[config.mk]
export PLATFORM = sky130hd
export DESIGN_NAME = seg_agen
export DESIGN_NICKNAME = d
export VERILOG_FILES = /design/src/rtl/seg_agen_pkg.sv /design/src/rtl/seg_agen_offset.sv /design/src/rtl/seg_agen_segsel.sv /design/src/rtl/seg_agen_sum.sv /design/src/rtl/seg_agen.sv
export SDC_FILE = /design/constraint.sdc
export NUM_CORES = 1
export LEC_CHECK = 0
export BUFFER_PORTS_ARGS = -buffer_cell sky130_fd_sc_hd__buf_2
export CAP_MARGIN = 40
export CORE_AREA = 2 2 104 106
export DETAILED_ROUTE_END_ITERATION = 12
export DIE_AREA = 0 0 106 108
export PLACE_DENSITY = 0.85
export SYNTH_ARGS = -nofsm -noshare
export SYNTH_HDL_FRONTEND = slang
export SYNTH_SLANG_ARGS = --single-unit
[constraint.sdc]
create_clock -name clk -period 8.6 [get_ports clk]
set_input_delay 2.15 -clock clk [delete_from_list [all_inputs] [get_ports clk]]
set_output_delay 2.15 -clock clk [all_outputs]
set_load 0.1 [all_outputs]
[src/rtl/seg_agen_pkg.sv]
package seg_agen_pkg;

    typedef enum logic [1:0] {
        SEG_ES = 2'd0,
        SEG_CS = 2'd1,
        SEG_SS = 2'd2,
        SEG_DS = 2'd3
    } seg_code_e;

    typedef enum logic [2:0] {
        ACC_DATA  = 3'd0,
        ACC_FETCH = 3'd1,
        ACC_STACK = 3'd2,
        ACC_SRC   = 3'd3,
        ACC_DST   = 3'd4
    } acc_e;

    localparam logic [1:0] BASE_BX = 2'd1;
    localparam logic [1:0] BASE_BP = 2'd2;
    localparam logic [1:0] IDX_SI  = 2'd1;
    localparam logic [1:0] IDX_DI  = 2'd2;

endpackage

[src/rtl/seg_agen_offset.sv]
module seg_agen_offset
    import seg_agen_pkg::*;
#(
    parameter int OFF_W = 16
) (
    input  logic [2:0]       access,
    input  logic [1:0]       base_sel,
    input  logic [1:0]       idx_sel,
    input  logic             use_disp,
    input  logic [OFF_W-1:0] disp,
    input  logic [OFF_W-1:0] bx,
    input  logic [OFF_W-1:0] bp,
    input  logic [OFF_W-1:0] si,
    input  logic [OFF_W-1:0] di,
    input  logic [OFF_W-1:0] sp,
    input  logic [OFF_W-1:0] ip,
    output logic [OFF_W-1:0] off,
    output logic             uses_bp
);

    logic [OFF_W-1:0] base_term;
    logic [OFF_W-1:0] idx_term;
    logic [OFF_W-1:0] disp_term;

    always_comb begin
        base_term = '0;
        uses_bp   = 1'b0;
        if (base_sel == BASE_BX) begin
            base_term = bx;
        end else if (base_sel == BASE_BP) begin
            base_term = bp;
            uses_bp   = 1'b1;
        end

        idx_term = '0;
        if (idx_sel == IDX_SI) begin
            idx_term = si;
        end else if (idx_sel == IDX_DI) begin
            idx_term = di;
        end

        disp_term = use_disp ? disp : '0;

        case (access)
            ACC_FETCH: off = ip;
            ACC_STACK: off = sp;
            ACC_SRC:   off = si;
            ACC_DST:   off = di;
            default:   off = base_term + idx_term + disp_term;
        endcase
    end

endmodule

[src/rtl/seg_agen_segsel.sv]
module seg_agen_segsel
    import seg_agen_pkg::*;
(
    input  logic [2:0] access,
    input  logic       uses_bp,
    input  logic       ovr_en,
    input  logic [1:0] ovr_seg,
    output logic [1:0] seg_code
);

    seg_code_e sel;

    always_comb begin
        case (access)
            ACC_FETCH: sel = SEG_CS;
            ACC_STACK: sel = SEG_SS;
            ACC_DST:   sel = SEG_ES;
            ACC_SRC:   sel = ovr_en ? seg_code_e'(ovr_seg) : SEG_DS;
            default: begin
                if (ovr_en) begin
                    sel = seg_code_e'(ovr_seg);
                end else if (uses_bp) begin
                    sel = SEG_SS;
                end else begin
                    sel = SEG_DS;
                end
            end
        endcase
        seg_code = sel;
    end

endmodule

[src/rtl/seg_agen_sum.sv]
module seg_agen_sum
    import seg_agen_pkg::*;
#(
    parameter int SEG_W = 16,
    parameter int OFF_W = 16,
    parameter int SHIFT = 4,
    parameter int PA_W  = 20
) (
    input  logic [1:0]       seg_code,
    input  logic [SEG_W-1:0] cs,
    input  logic [SEG_W-1:0] ds,
    input  logic [SEG_W-1:0] ss,
    input  logic [SEG_W-1:0] es,
    input  logic [OFF_W-1:0] off,
    output logic [PA_W-1:0]  phys
);

    localparam int WIDE_W = SEG_W + SHIFT;

    logic [SEG_W-1:0]  seg_val;
    logic [WIDE_W-1:0] seg_shifted;
    logic [PA_W-1:0]   base_term;
    logic [PA_W-1:0]   off_term;

    always_comb begin
        case (seg_code_e'(seg_code))
            SEG_ES:  seg_val = es;
            SEG_CS:  seg_val = cs;
            SEG_SS:  seg_val = ss;
            default: seg_val = ds;
        endcase
        seg_shifted = {seg_val, {SHIFT{1'b0}}};
        base_term   = PA_W'(seg_shifted);
        off_term    = PA_W'(off);
        phys        = base_term + off_term;
    end

endmodule

[src/rtl/seg_agen.sv]
module seg_agen
    import seg_agen_pkg::*;
#(
    parameter int SEG_W = 16,
    parameter int OFF_W = 16,
    parameter int SHIFT = 4,
    parameter int PA_W  = 20
) (
    input  logic             clk,
    input  logic             rst_n,
    input  logic             req,
    input  logic [2:0]       access,
    input  logic [1:0]       base_sel,
    input  logic [1:0]       idx_sel,
    input  logic             use_disp,
    input  logic [OFF_W-1:0] disp,
    input  logic             ovr_en,
    input  logic [1:0]       ovr_seg,
    input  logic [OFF_W-1:0] bx,
    input  logic [OFF_W-1:0] bp,
    input  logic [OFF_W-1:0] si,
    input  logic [OFF_W-1:0] di,
    input  logic [OFF_W-1:0] sp,
    input  logic [OFF_W-1:0] ip,
    input  logic [SEG_W-1:0] cs,
    input  logic [SEG_W-1:0] ds,
    input  logic [SEG_W-1:0] ss,
    input  logic [SEG_W-1:0] es,
    output logic [OFF_W-1:0] eff_off,
    output logic [1:0]       seg_code,
    output logic [PA_W-1:0]  phys_addr,
    output logic [PA_W-1:0]  phys_q,
    output logic             phys_vld_q
);

    typedef struct packed {
        logic [PA_W-1:0] addr;
        logic            vld;
    } state_t;

    logic   uses_bp;
    state_t st_d, st_q;

    seg_agen_offset #(.OFF_W(OFF_W)) u_off (
        .access   (access),
        .base_sel (base_sel),
        .idx_sel  (idx_sel),
        .use_disp (use_disp),
        .disp     (disp),
        .bx       (bx),
        .bp       (bp),
        .si       (si),
        .di       (di),
        .sp       (sp),
        .ip       (ip),
        .off      (eff_off),
        .uses_bp  (uses_bp)
    );

    seg_agen_segsel u_seg (
        .access   (access),
        .uses_bp  (uses_bp),
        .ovr_en   (ovr_en),
        .ovr_seg  (ovr_seg),
        .seg_code (seg_code)
    );

    seg_agen_sum #(
        .SEG_W (SEG_W),
        .OFF_W (OFF_W),
        .SHIFT (SHIFT),
        .PA_W  (PA_W)
    ) u_sum (
        .seg_code (seg_code),
        .cs       (cs),
        .ds       (ds),
        .ss       (ss),
        .es       (es),
        .off      (eff_off),
        .phys     (phys_addr)
    );

    always_comb begin
        st_d     = st_q;
        st_d.vld = req;
        if (req) begin
            st_d.addr = phys_addr;
        end
    end

    always_ff @(posedge clk or negedge rst_n) begin
        if (!rst_n) begin
            st_q <= '0;
        end else begin
            st_q <= st_d;
        end
    end

    assign phys_q     = st_q.addr;
    assign phys_vld_q = st_q.vld;

    assert_fetch_cs_R5: assert property (@(posedge clk) disable iff (!rst_n)
        access == ACC_FETCH |-> (seg_code == SEG_CS && eff_off == ip));

    assert_stack_ss_R6: assert property (@(posedge clk) disable iff (!rst_n)
        access == ACC_STACK |-> (seg_code == SEG_SS && eff_off == sp));

    assert_dst_es_R8: assert property (@(posedge clk) disable iff (!rst_n)
        access == ACC_DST |-> (seg_code == SEG_ES && eff_off == di));

    assert_bp_default_ss_R3: assert property (@(posedge clk) disable iff (!rst_n)
        (access == ACC_DATA && !ovr_en && base_sel == BASE_BP) |-> seg_code == SEG_SS);

    assert_override_R4: assert property (@(posedge clk) disable iff (!rst_n)
        (access == ACC_DATA && ovr_en) |-> seg_code == ovr_seg);

    assert_capture_R10: assert property (@(posedge clk) disable iff (!rst_n)
        req |=> (phys_vld_q && phys_q == $past(phys_addr)));

    assert_hold_R10: assert property (@(posedge clk) disable iff (!rst_n)
        !req |=> (!phys_vld_q && $stable(phys_q)));

endmodule

Word-level counts from Yosys, hierarchy flattened
Index checks and enable logic that the tools add are counted.

Bits in latches: 0. Memories kept: 0. Register bits after elaboration: 21. Logic and storage cells: 29. RAM bits: 0. Output and inout bits: 59. Bits in read-only memories: 0. Bits of input ports: 190.

Divide/modulo/power cells: 0. Shifts and indexed selects: 0. Bitwise logic cells: 0. $mul: 0. Muxes and demuxes: 13. Equality and inequality tests: 10. Reductions and logical operators: 1. $lt $le $gt $ge: 0. Add/subtract/negate cells: 3.

Operator list (count): $mux 16 (5); $pmux 16 s4 (1); $pmux 16 s3 (1); $add 16x16->16 (2); $add 20x16->20 (1); $pmux 2 s4 (1); $eq 2x1->1 const B (3); $eq 2x2->1 const B (3); $eq 3x2->1 const B (2); $mux 2 (2); $eq 3x1->1 const B (1); $eq 3x3->1 const B (1); $mux 1 (3); $logic_not 2->1 (1).

Longest topological paths before layout
Gate-level depths: netlist (run 1).

Word-level depth: 9. Gate-level depth with buffers: 24. Depth with buffers taken out: 23.

Hierarchy
Synthesis (run 1) repeated with hierarchy kept, for this count alone.

Cells, all modules: 444. Area total of the unflattened synthesis: 4077.7 µm².

By module, submodules not included: seg_agen_offset (cells an instance 281, times used 1, area an instance 2050.7 µm²); seg_agen_sum (cells an instance 109, times used 1, area an instance 1092.3 µm²); seg_agen (cells an instance 43, times used 1, area an instance 848.3 µm²); seg_agen_segsel (cells an instance 11, times used 1, area an instance 86.3 µm²).

Worst setup path before layout (run 1)
No wires, ideal clock.

Path kind: input -> output. Start point: in base_sel[0]. End point: out phys_addr[17]. Slack: -3.439 ns. Cell stages on the path: 18. Data arrival time: 9.889 ns. Path through: nor2b_1 > clkbuf_1 > clkbuf_1 > a22oi_1 > fa_1 > inv_1 > ha_1 > a21oi_1 > o211ai_1 > and3_1 > o31ai_1 > ha_1 > a21oi_1 > nor2b_1 > a21o_1 > a2111o_1 > nand2_1 > mux2i_1.

Elaborated cells between the ends (all ways): 17.

RTL lines: from (decl) (RTL line seg_agen.sv:13) `input logic [1:0] base_sel,`; $eq 2x2->1 (RTL line seg_agen_offset.sv:30) `end else if (base_sel == BASE_BP) begin`; $mux 16 (RTL line seg_agen_offset.sv:30); $mux 16 (*) (RTL line seg_agen_offset.sv:28) `if (base_sel == BASE_BX) begin`; $add 16x16->16 (*) (2 in series) (RTL line seg_agen_offset.sv:49) `default: off = base_term + idx_term + disp_term;`; $pmux 16 s4 (*) (RTL line seg_agen_offset.sv:44) `case (access)`; named net eff_off[8] (RTL line seg_agen.sv:29) `output logic [OFF_W-1:0] eff_off,`; $add 20x16->20 (*) (RTL line seg_agen_sum.sv:35) `phys = base_term + off_term;`; to (decl) (RTL line seg_agen.sv:31) `output logic [PA_W-1:0] phys_addr,`.

Mark *: on every way through the listed nets, which the timed path passes. The rest lies on a longest branch.

Final worst setup path (run 1)
Start point: in base_sel[0]. End point: out phys_addr[16].

Cells in the longest elaborated chain, start to end: 9. Elaborated cells between the ends (all ways): 17.

RTL lines (RTL line): branches (longest 8 deep; another with $add 16x16->16); $add 20x16->20 (*) (seg_agen_sum.sv:35).

Every way passes the cells marked *.

==> metrics.txt, run 1 <==
fin crit share 103%; Startpoint Class primary input; full die area 0.0114 mm²; WP data arrival 6.68 ns; hold-fix buffers at CTS 0; synth warn 0; maxcap violations 0; Starting Density 40.8%; async set or reset register ratio after synthesis 100%; Port Buffer Count 248; PnR worst setup slack -0.225 ns; pre-CTS worst setup slack -0.269 ns; sequential-to-total area share from yosys stat 12.6%; FP Rows 37; Vias 5334; largest net degree at the start of global routing 26; via density per instance 5.67; final net count 1038; mapped cell area 0.00417 mm²; count of final setup violators 7; Final Hold Viols 0; DR iter-0 viols 293; most common cell after layout, fill and taps aside buf_2; CTS Sinks 21; antenna violations before repair 0; kind of critical path in -> out; core area 0.0102 mm²; CP required 6.45 ns; Worst VDD drop 352 µV; worst slew pin tran 0.649 ns; Avg Inst Size Synth 8.72 µm²; endpoint class of the critical path primary output; failing checks negative setup slack; clk buf depth 2; Clock Skew 0 ns; CTS tree done; Top Ports 249; Final Instance Area 0.00737 mm²; hold slack 0.499 ns; Die Wd 106 µm; status complete, but fails checks; Main synth FF type dfrtp_1; number of global-route vias before repair 5571; drt wl/cell 19.9 µm; most frequent cells in the layout 225 x buf_2, 102 x buf_4, 38 x nand2_1, 37 x inv_1, 30 x a22oi_1; Antenna Nets Post-Route 0; DRC 0; antenna diode count 0; Placer Congestion 0.923; Slew headroom 56.7%; area grow syn2layout 76.7%; gate count after technology mapping 478; GR Overflow Total 0; Placed Area 0.00687 mm²; Pre-antenna DRT Iters 5; Pwr per Cell Area 328 mW/mm²; hold crit path type reg -> reg; Distinct cells, synth 70; #FFs+latches synth 21; first-pass GRT wire length 28.2 mm; Clk pin slew, worst setup/hold paths 0.08 ns; post-layout minimum cycle time 8.83 ns; Die Ht 108 µm; clock root cell clkbuf_8; worst-skew pair later-pin latency 0.26 ns; post-synth net total 710; RSZ-0062 raised after global routing yes; CTS HTree Levels 1; Num CTS Buffers 3; worst-path fanout max 7; hpwl dp 15.4 mm; Post-synth EDFFs 0; Slew Viols, Final 0; WL final 18.7 mm; Max Clk Rate 113 MHz; share of cells above drive strength 1 60.6%; Final Util 72.0%; P_leak 3.54 nW; GR Util All Layers 31.5%
[cell type report]
class                           count  area, µm²
Multi-Input combinational cell    386       4110
Fill cell                         781       2860
Timing Repair Buffer              354       2370
Sequential cell                    21        526
Tap cell                          136        170
Inverter                           40        150
Clock buffer                        4       45.0
[report_power, final]
| group | leakage [nW] | switching [mW] | internal, mW | total (mW) |
|---|---|---|---|---|
| clock | 0.0228 | 0.0329 | 0.0331 | 0.0660 |
| combinational | 3.27 | 1.43 | 0.756 | 2.19 |
| sequential | 0.246 | 0.0224 | 0.141 | 0.163 |
| total | 3.54 | 1.49 | 0.930 | 2.42 |
[sequential cells by signal, summed over array words and instances, names as in the netlist]
register	cells
phys_vld_q	1
phys_q	20
[per-layer routing]
metal / GRT usage (%) / share of wire (%) / vias to the layer above
met5: 0 / 0 / -
met4: 11.4 / 4.2 / 0
met1: 36.3 / 37 / 2544
met2: 59.2 / 51 / 293
met3: 4.64 / 6.9 / 58
li1: - / - / 2439
[cell usage after synthesis (12+ instances only)]
master     n  area, µm²
fa_1      17        340
a22oi_1   40        300
mux4_2    15        338
nand2_1   39        146
nor2_1    25       93.8
mux2_2    18        203
xnor2_1   18        158
a21oi_1   28        140
mux2i_1   12        120
clkbuf_1  18       67.6
nor2b_1   15       93.8
ha_1      25        313
inv_1     40        150
o21ai_0   12       60.1
xor2_1    13        114
dfrtp_1   21        526
[cells by family after synthesis]
| group | share of synthesized area [%] |
|---|---|
| DFF | 12.6 |
| muxes | 16.5 |
| adders and majority gates | 15.7 |
| xor gates and xnor gates | 6.51 |
| buffers and inverters | 7.29 |
| AOI/OAI and AO/OA | 27.4 |
| and+or+nand+nor | 14.1 |
[through the flow]
| stage | cells | power [mW] | TNS (ns) |
|---|---|---|---|
| after floorplan | 478 | 1.58 | -3.99 |
| after global placement | 915 | 2.17 | -0.557 |
| after detailed placement | 915 | 2.21 | -1.26 |
| after CTS | 927 | 2.32 | -0.840 |
| after global routing | 941 | 2.50 | -2.60 |
| final | 941 | 2.42 | -1.23 |
[critical path: stages]
cell     delay [ns]
buf_6          0.08
nor2b_4        0.25
buf_4          0.15
a22oi_2        0.06
fa_1           0.56
inv_1          0.07
ha_4           0.22
nor2b_2        0.15
o31a_1         0.35
buf_4          0.15
o211a_1        0.21
buf_4          0.15
or4_4          0.48
and3_4         0.20
ha_4           0.18
nor3_2         0.31
nor2b_1        0.33
buf_4          0.18
a21oi_4        0.07
xor2_4         0.17
buf_12         0.19
[repair_timing]
item | CTS | global route
gates cloned | 1 | 0
resized for setup | 28 | 35
endpoints found under the setup margin | 8 | 8
setup buffers | 10 | 15
pin swaps | 21 | 25
[final timing paths]
| check | start | to | slack [ns] | cells past startpoint |
|---|---|---|---|---|
| setup / recovery | base_sel[0] | phys_addr[16] | -0.23 | 21 |
| hold / removal | phys_q[15] | phys_q[15] | 0.50 | 2 |
| setup reg to reg | phys_q[14] | phys_q[14] | 7.72 | 2 |
| hold reg to reg | phys_q[15] | phys_q[15] | 0.50 | 2 |
| max in group asynchronous | rst_n | phys_q[6] | 6.43 | 1 |
| min in group asynchronous | rst_n | phys_q[11] | 1.83 | 1 |
No activity file was read; power rests on OpenSTA's default activity.
==> run 2: changes to the inputs <==
--- a/config.mk
+++ b/config.mk
@@ -5,12 +5,14 @@
 export SDC_FILE = /design/constraint.sdc
 export NUM_CORES = 1
 export LEC_CHECK = 0
+export ABC_AREA = 1
 export BUFFER_PORTS_ARGS = -buffer_cell sky130_fd_sc_hd__buf_2
 export CAP_MARGIN = 40
-export CORE_AREA = 2 2 104 106
+export CORE_AREA = 2 2 101 103
 export DETAILED_ROUTE_END_ITERATION = 12
-export DIE_AREA = 0 0 106 108
-export PLACE_DENSITY = 0.85
+export DIE_AREA = 0 0 103 105
+export PLACE_DENSITY = 0.9
 export SYNTH_ARGS = -nofsm -noshare
 export SYNTH_HDL_FRONTEND = slang
+export SYNTH_HIERARCHICAL = 1
 export SYNTH_SLANG_ARGS = --single-unit
==> constraint.sdc (replaced) <==
create_clock -name clk -period 10.05 [get_ports clk]
set_input_delay 2.5125 -clock clk [delete_from_list [all_inputs] [get_ports clk]]
set_output_delay 2.5125 -clock clk [all_outputs]
set_load 0.1 [all_outputs]
==> metrics.txt, run 2 <==
DRC 0 (unchanged); sequential-to-total area share from yosys stat 11.7% (-0.93 points); final net count 1220 (+18%); R2R cell count 2 (unchanged); Synth area leaders nand2_1 21%, inv_1 13%, dfrtp_1 12%, fa_1 7.6%, ha_1 7.5%; worst path bufs/invs 7 (unchanged); clock root cell clkbuf_8; Num CTS Buffers 3 (unchanged); Synth area leader nand2_1; async set or reset register ratio after synthesis 100% (unchanged); FP Rows 36 (-2.7%); endpoint class of the critical path primary output; hold path cells 2 (unchanged); Final Hold Viols 0 (unchanged); mapped cell area 0.00450 mm² (+8.0%); hold-fix buffers at CTS 0 (unchanged); largest net degree at the start of global routing 23 (-12%); WL final 17.1 mm (-8.3%); RSZ-0062 raised after global routing no; Die Wd 103 µm (-2.8%); antenna violations before repair 1 (+1); most frequent cells in the layout 250 x nand2_1, 242 x buf_2, 157 x inv_1, 44 x nand3_1, 32 x nor2_1; Startpoint Class primary input; top-count cell post-synth nand2_1; number of fill cells 973 (+25%); Top Ports 249 (unchanged); Post-synth EDFFs 0 (unchanged); Slew headroom 39.8% (-17 points); #FFs+latches synth 21 (unchanged); clock share of power 3.5% (+0.8 points); Starting Density 46.7% (+6.0 points); post-synth top area share 20.8% (+8.2 points); Int Pwr 406 µW (-56%); max reg flops 20 (unchanged); Switching Fraction 73.3% (+12 points); hold path start phys_q[5]; GR Overflow Total 0 (unchanged); Worst path max stage delay 0.45 ns (-0.11 ns); gate count after technology mapping 757 (+58%); share of cells above drive strength 1 29.7% (-31 points); Worst VDD drop 257 µV (-27%); clk buf depth 2 (unchanged); Seq pwr share 8.6% (+1.8 points); CTS Sinks 21 (unchanged); maxcap violations 0 (unchanged); Main synth FF type dfrtp_1; R2R Setup Slk 9.42 ns (+1.70 ns); Die Ht 105 µm (-2.8%); delay-heaviest family, CP simple AND/OR/NAND/NOR gates; worst-path fanout max 15 (+8); full die area 0.0108 mm² (-5.5%); switching power 1.12 mW (-25%); status completed; Slew Viols, Final 0 (unchanged); post-layout minimum cycle time 9.62 ns; kind of critical path in -> out; synth warn 6 (+6); via density per instance 5.13 (-9.6%); hpwl dp 15.1 mm (-2.1%); fin crit share 95.7%; Placer Congestion 0.988 (+7.0%); post-synth net total 991 (+40%); commonest cells in the netlist 250 x nand2_1, 157 x inv_1, 44 x nand3_1; P_leak 3.66 nW (+3.3%); RR Endpoint phys_q[14]; Final Util 60.9% (-11 points); # Post-CTS Setup Buffers 0 (-10); Clk pin slew, worst setup/hold paths 0.07 ns (about the same); area grow syn2layout 30.5%; first-pass GRT wire length 26.6 mm (-5.6%); GR Util All Layers 31.4% (-0.089 points); Pre-antenna DRT Iters 5 (unchanged); reg2reg start phys_q[14]; Distinct cells, synth 42 (-40%); CTS tree done; count of final setup violators 0 (-7); hold crit path type reg -> reg; worst slew pin tran 0.900 ns (+0.250 ns); Hold Path End phys_q[5]; Port Buffer Count 248 (unchanged); crit-path most repeated cell nand2_1; Pwr per Cell Area 259 mW/mm² (-21%); Avg Inst Size Synth 5.95 µm² (-32%); CP required 7.54 ns (+1.09 ns); DR iter-0 viols 471 (+61%); core area 0.00964 mm² (-5.8%); Combinational Power Share 87.9% (-2.6 points); Vias 5736 (+7.5%); number of global-route vias before repair 5465 (-1.9%); most common cell after layout, fill and taps aside nand2_1; drt wl/cell 15.3 µm (-23%); Max Clk Rate 104 MHz; worst-skew pair later-pin latency 0.25 ns (about the same); Antenna Nets Post-Route 0 (unchanged); setup_tns 0 ns (+1.23 ns); WP data arrival 7.11 ns (+0.43 ns); CTS HTree Levels 1 (unchanged); Clock Skew 0 ns (unchanged); crit path max-delay cell type ha_1
## run 2: cell count changes after synthesis, sizes merged, moves of 26 or more
cell / change
nand2: +219
inv: +125
nand3: +48
a22oi: -40
o21ai: +26
o22ai: +26
## run 2: cell families (layout without fill, tap and decap cells)
family | Yosys count | count (layout) | synth area share [%]
xor gates and xnor gates | 14 | 14 | 2.72
DFF | 21 | 21 | 11.7
AOI/OAI and AO/OA | 128 | 128 | 18.5
adders and majority gates | 44 | 44 | 15.1
and+or+nand+nor | 358 | 358 | 34.1
buffers and inverters | 192 | 420 | 17.9
other | 0 | 1 | 0
## run 2: layout make-up
class,count,area (µm²),area share [%]
Antenna cell,1,2.50,0.0426
Clock buffer,3,41.3,0.703
Clock inverter,1,5.00,0.0852
Inverter,166,623,10.6
Multi-Input combinational cell,544,3210,54.7
Sequential cell,21,526,8.95
Tap cell,133,166,2.83
Timing Repair Buffer,250,1300,22.1
## run 2: metal layers
| layer | global-route usage [%] | part of all wire [%] |
|---|---|---|
| met5 | 0 | 0 |
| met4 | 7.99 | 2.5 |
| met3 | 4.15 | 9.9 |
| met2 | 53.3 | 48 |
| met1 | 41.4 | 40 |
## run 2: power groups by stage
stage,Sequential (mW),Combinational (mW),Clock [mW]
after floorplan,0.363,0.847,0
after global placement,0.131,1.32,0
after detailed placement,0.132,1.33,0
after CTS,0.131,1.33,0.0541
after global routing,0.135,1.41,0.0571
final,0.131,1.34,0.0527
## run 2: repair_timing
action                                  CTS  global route
hold endpoints to repair                  0             0
resized for setup                         0             4
endpoints found under the setup margin    0             4
## run 2: how the worst max path moves through the flow
stage,startpoint,to,depth (start not counted)
floorplan,base_sel[0],phys_addr[11],23
global placement,idx_sel[1],phys_addr[19],31
detailed placement,idx_sel[1],phys_addr[17],29
CTS,idx_sel[1],phys_addr[17],29
global route,idx_sel[1],phys_addr[18],28
finish,idx_sel[1],phys_addr[17],29
## run 2: metrics by stage
step | worst slack (ns) | power [mW] | cells | instance area (µm²) | hold slack (ns)
5_1_grt | 0.000117 | 1.60 | 1119 | 5870 | 0.496
2_1_floorplan | -0.305 | 1.21 | 757 | 4550 | 0.974
6_report | 0.428 | 1.52 | 1119 | 5870 | 0.471
3_3_place_gp | 0.401 | 1.45 | 1114 | 5820 | 0.448
3_5_place_dp | 0.446 | 1.46 | 1114 | 5820 | 0.454
4_1_cts | 0.434 | 1.52 | 1118 | 5860 | 0.472
## run 2: tightest hold or removal path, cell delays in order, from the launching register on
cell and delay, ns:
dfrtp_1 0.34, nand2_1 0.05, nand2_1 0.05
==> run 3: changes to the inputs <==
--- a/config.mk
+++ b/config.mk
@@ -12,6 +12,8 @@
 export DETAILED_ROUTE_END_ITERATION = 12
 export DIE_AREA = 0 0 103 105
 export PLACE_DENSITY = 0.9
+export REMOVE_ABC_BUFFERS = 1
+export SKIP_LAST_GASP = 1
 export SYNTH_ARGS = -nofsm -noshare
 export SYNTH_HDL_FRONTEND = slang
 export SYNTH_HIERARCHICAL = 1
==> metrics.txt, run 3 (synthesis results as in run 2) <==
status completed; drt wl/cell 13.5 µm (-12%); antenna violations before repair 0 (-1); full die area 0.0108 mm² (unchanged); kind of critical path in -> out; Port Buffer Count 248 (unchanged); worst-path fanout max 15 (unchanged); Starting Density 46.7% (unchanged); Overall Power 1.56 mW (+2.7%); number of global-route vias before repair 5385 (-1.5%); Combinational Power Share 88.2% (+0.3 points); switching power 1.11 mW (-0.69%); post-layout minimum cycle time 9.45 ns (-0.175 ns); antenna diode count 0 (-1); Startpoint Class primary input; Clk pin slew, worst setup/hold paths 0.07 ns (about the same); DRC 0 (unchanged); most frequent cells in the layout 250 x nand2_1, 239 x buf_2, 157 x inv_1, 44 x nand3_1, 32 x nor2_1; count of final setup violators 0 (unchanged); Pre-antenna DRT Iters 5 (unchanged); max reg flops 20 (unchanged); Switching Fraction 70.9% (-2.4 points); Die Wd 103 µm (unchanged); CTS tree done; Worst VDD drop 248 µV (-3.3%); Die Ht 105 µm (unchanged); P_leak 3.68 nW (+0.77%); Seq pwr share 8.4% (-0.2 points); Int Pwr 455 µW (+12%); clk buf depth 2 (unchanged); crit-path most repeated cell nand2_1; area grow syn2layout 31.7%; endpoint class of the critical path primary output; Slew Viols, Final 0 (unchanged); CTS HTree Levels 1 (unchanged); Max Clk Rate 106 MHz (+1.9%); CTS resizes 0 (unchanged); Slew headroom 51.9% (+12 points); clock root cell clkbuf_8; # Post-CTS Setup Buffers 0 (unchanged); Clock Skew 0 ns (unchanged); worst-skew pair later-pin latency 0.25 ns (about the same); maxcap violations 0 (unchanged); via density per instance 5.00 (-2.4%); fin crit share 94.0% (-1.7 points); WL final 15.2 mm (-12%); number of fill cells 993 (+2.1%); hold-fix buffers at CTS 0 (unchanged); Vias 5598 (-2.4%); first-pass GRT wire length 24.1 mm (-9.4%); hpwl dp 13.1 mm (-13%); clock share of power 3.3% (-0.2 points); Placer Congestion 0.984 (-0.43%); most common cell after layout, fill and taps aside nand2_1; share of cells above drive strength 1 29.2% (-0.54 points); CTS Sinks 21 (unchanged); Num CTS Buffers 3 (unchanged); FP Rows 36 (unchanged); Worst path max stage delay 0.44 ns (about the same); setup_tns 0 ns (unchanged); CP required 7.54 ns (about the same); Final Hold Viols 0 (unchanged); worst slew pin tran 0.719 ns (-0.180 ns); GR Util All Layers 27.4% (-4.0 points); Pwr per Cell Area 264 mW/mm² (+1.7%); GR Overflow Total 0 (unchanged); RSZ-0062 raised after global routing no; largest net degree at the start of global routing 23 (unchanged); hold crit path type reg -> reg; final net count 1221 (+0.082%); core area 0.00964 mm² (unchanged); DR iter-0 viols 367 (-22%); crit path max-delay cell type fa_1; WP data arrival 6.93 ns (-0.18 ns); Antenna Nets Post-Route 0 (unchanged); Top Ports 249 (unchanged)
==> run 3: critical path, delay by kind of cell <==
family                   cells  cell delay [ns]
AO/OA/AOI/OAI                3             0.71
buffers and inverters        7             0.69
adder cells (fa/ha/maj)      4             1.39
AND/OR/NAND/NOR             13             1.33
XOR/XNOR                     1             0.28
==> run 3: final timing paths <==
path / startpoint / to / slack (ns) / cells past startpoint
max: idx_sel[1] / phys_addr[18] / 0.60 / 28
min: phys_q[0] / phys_q[0] / 0.47 / 2
max reg2reg: phys_q[18] / phys_q[18] / 9.40 / 2
min reg2reg: phys_q[0] / phys_q[0] / 0.47 / 2
max in group asynchronous: rst_n / phys_q[2] / 7.55 / 1
min in group asynchronous: rst_n / phys_q[5] / 2.19 / 1
==> run 3: through the flow <==
step           cell area [µm²]  setup slack [ns]  hold slack, ns  utilization, %  std cells
2_1_floorplan             4320            -0.690           0.977               -        731
3_3_place_gp              5880             0.784           0.449            61.0       1115
3_5_place_dp              5880             0.685           0.454            61.0       1115
4_1_cts                   5930             0.680           0.472            61.5       1119
5_1_grt                   5930             0.156           0.494            61.5       1119
6_report                  5930             0.604           0.468            61.5       1119
==> run 3: power groups by stage <==
stage	Clock [mW]	Sequential [mW]	Combinational, mW
2_1_floorplan	0	0.363	0.821
3_3_place_gp	0	0.133	1.37
3_5_place_dp	0	0.134	1.38
4_1_cts	0.0534	0.132	1.38
5_1_grt	0.0570	0.136	1.46
6_report	0.0522	0.132	1.38
==> run 3: layout make-up <==
type	count	area [µm²]	share of cell area, %
clock inverters	1	5.00	0.0844
inverters	166	623	10.5
repair buffers	251	1400	23.6
clock buffers	3	41.3	0.696
well taps	133	166	2.81
flip-flops and latches	21	526	8.86
multi-input cells	544	3170	53.5
==> run 3: layer usage <==
layer	part of all wire (%)	GRT usage, %
met1	42	34.3
met2	49	48.6
met3	7.3	3.14
met4	2.4	7.52
met5	0	0
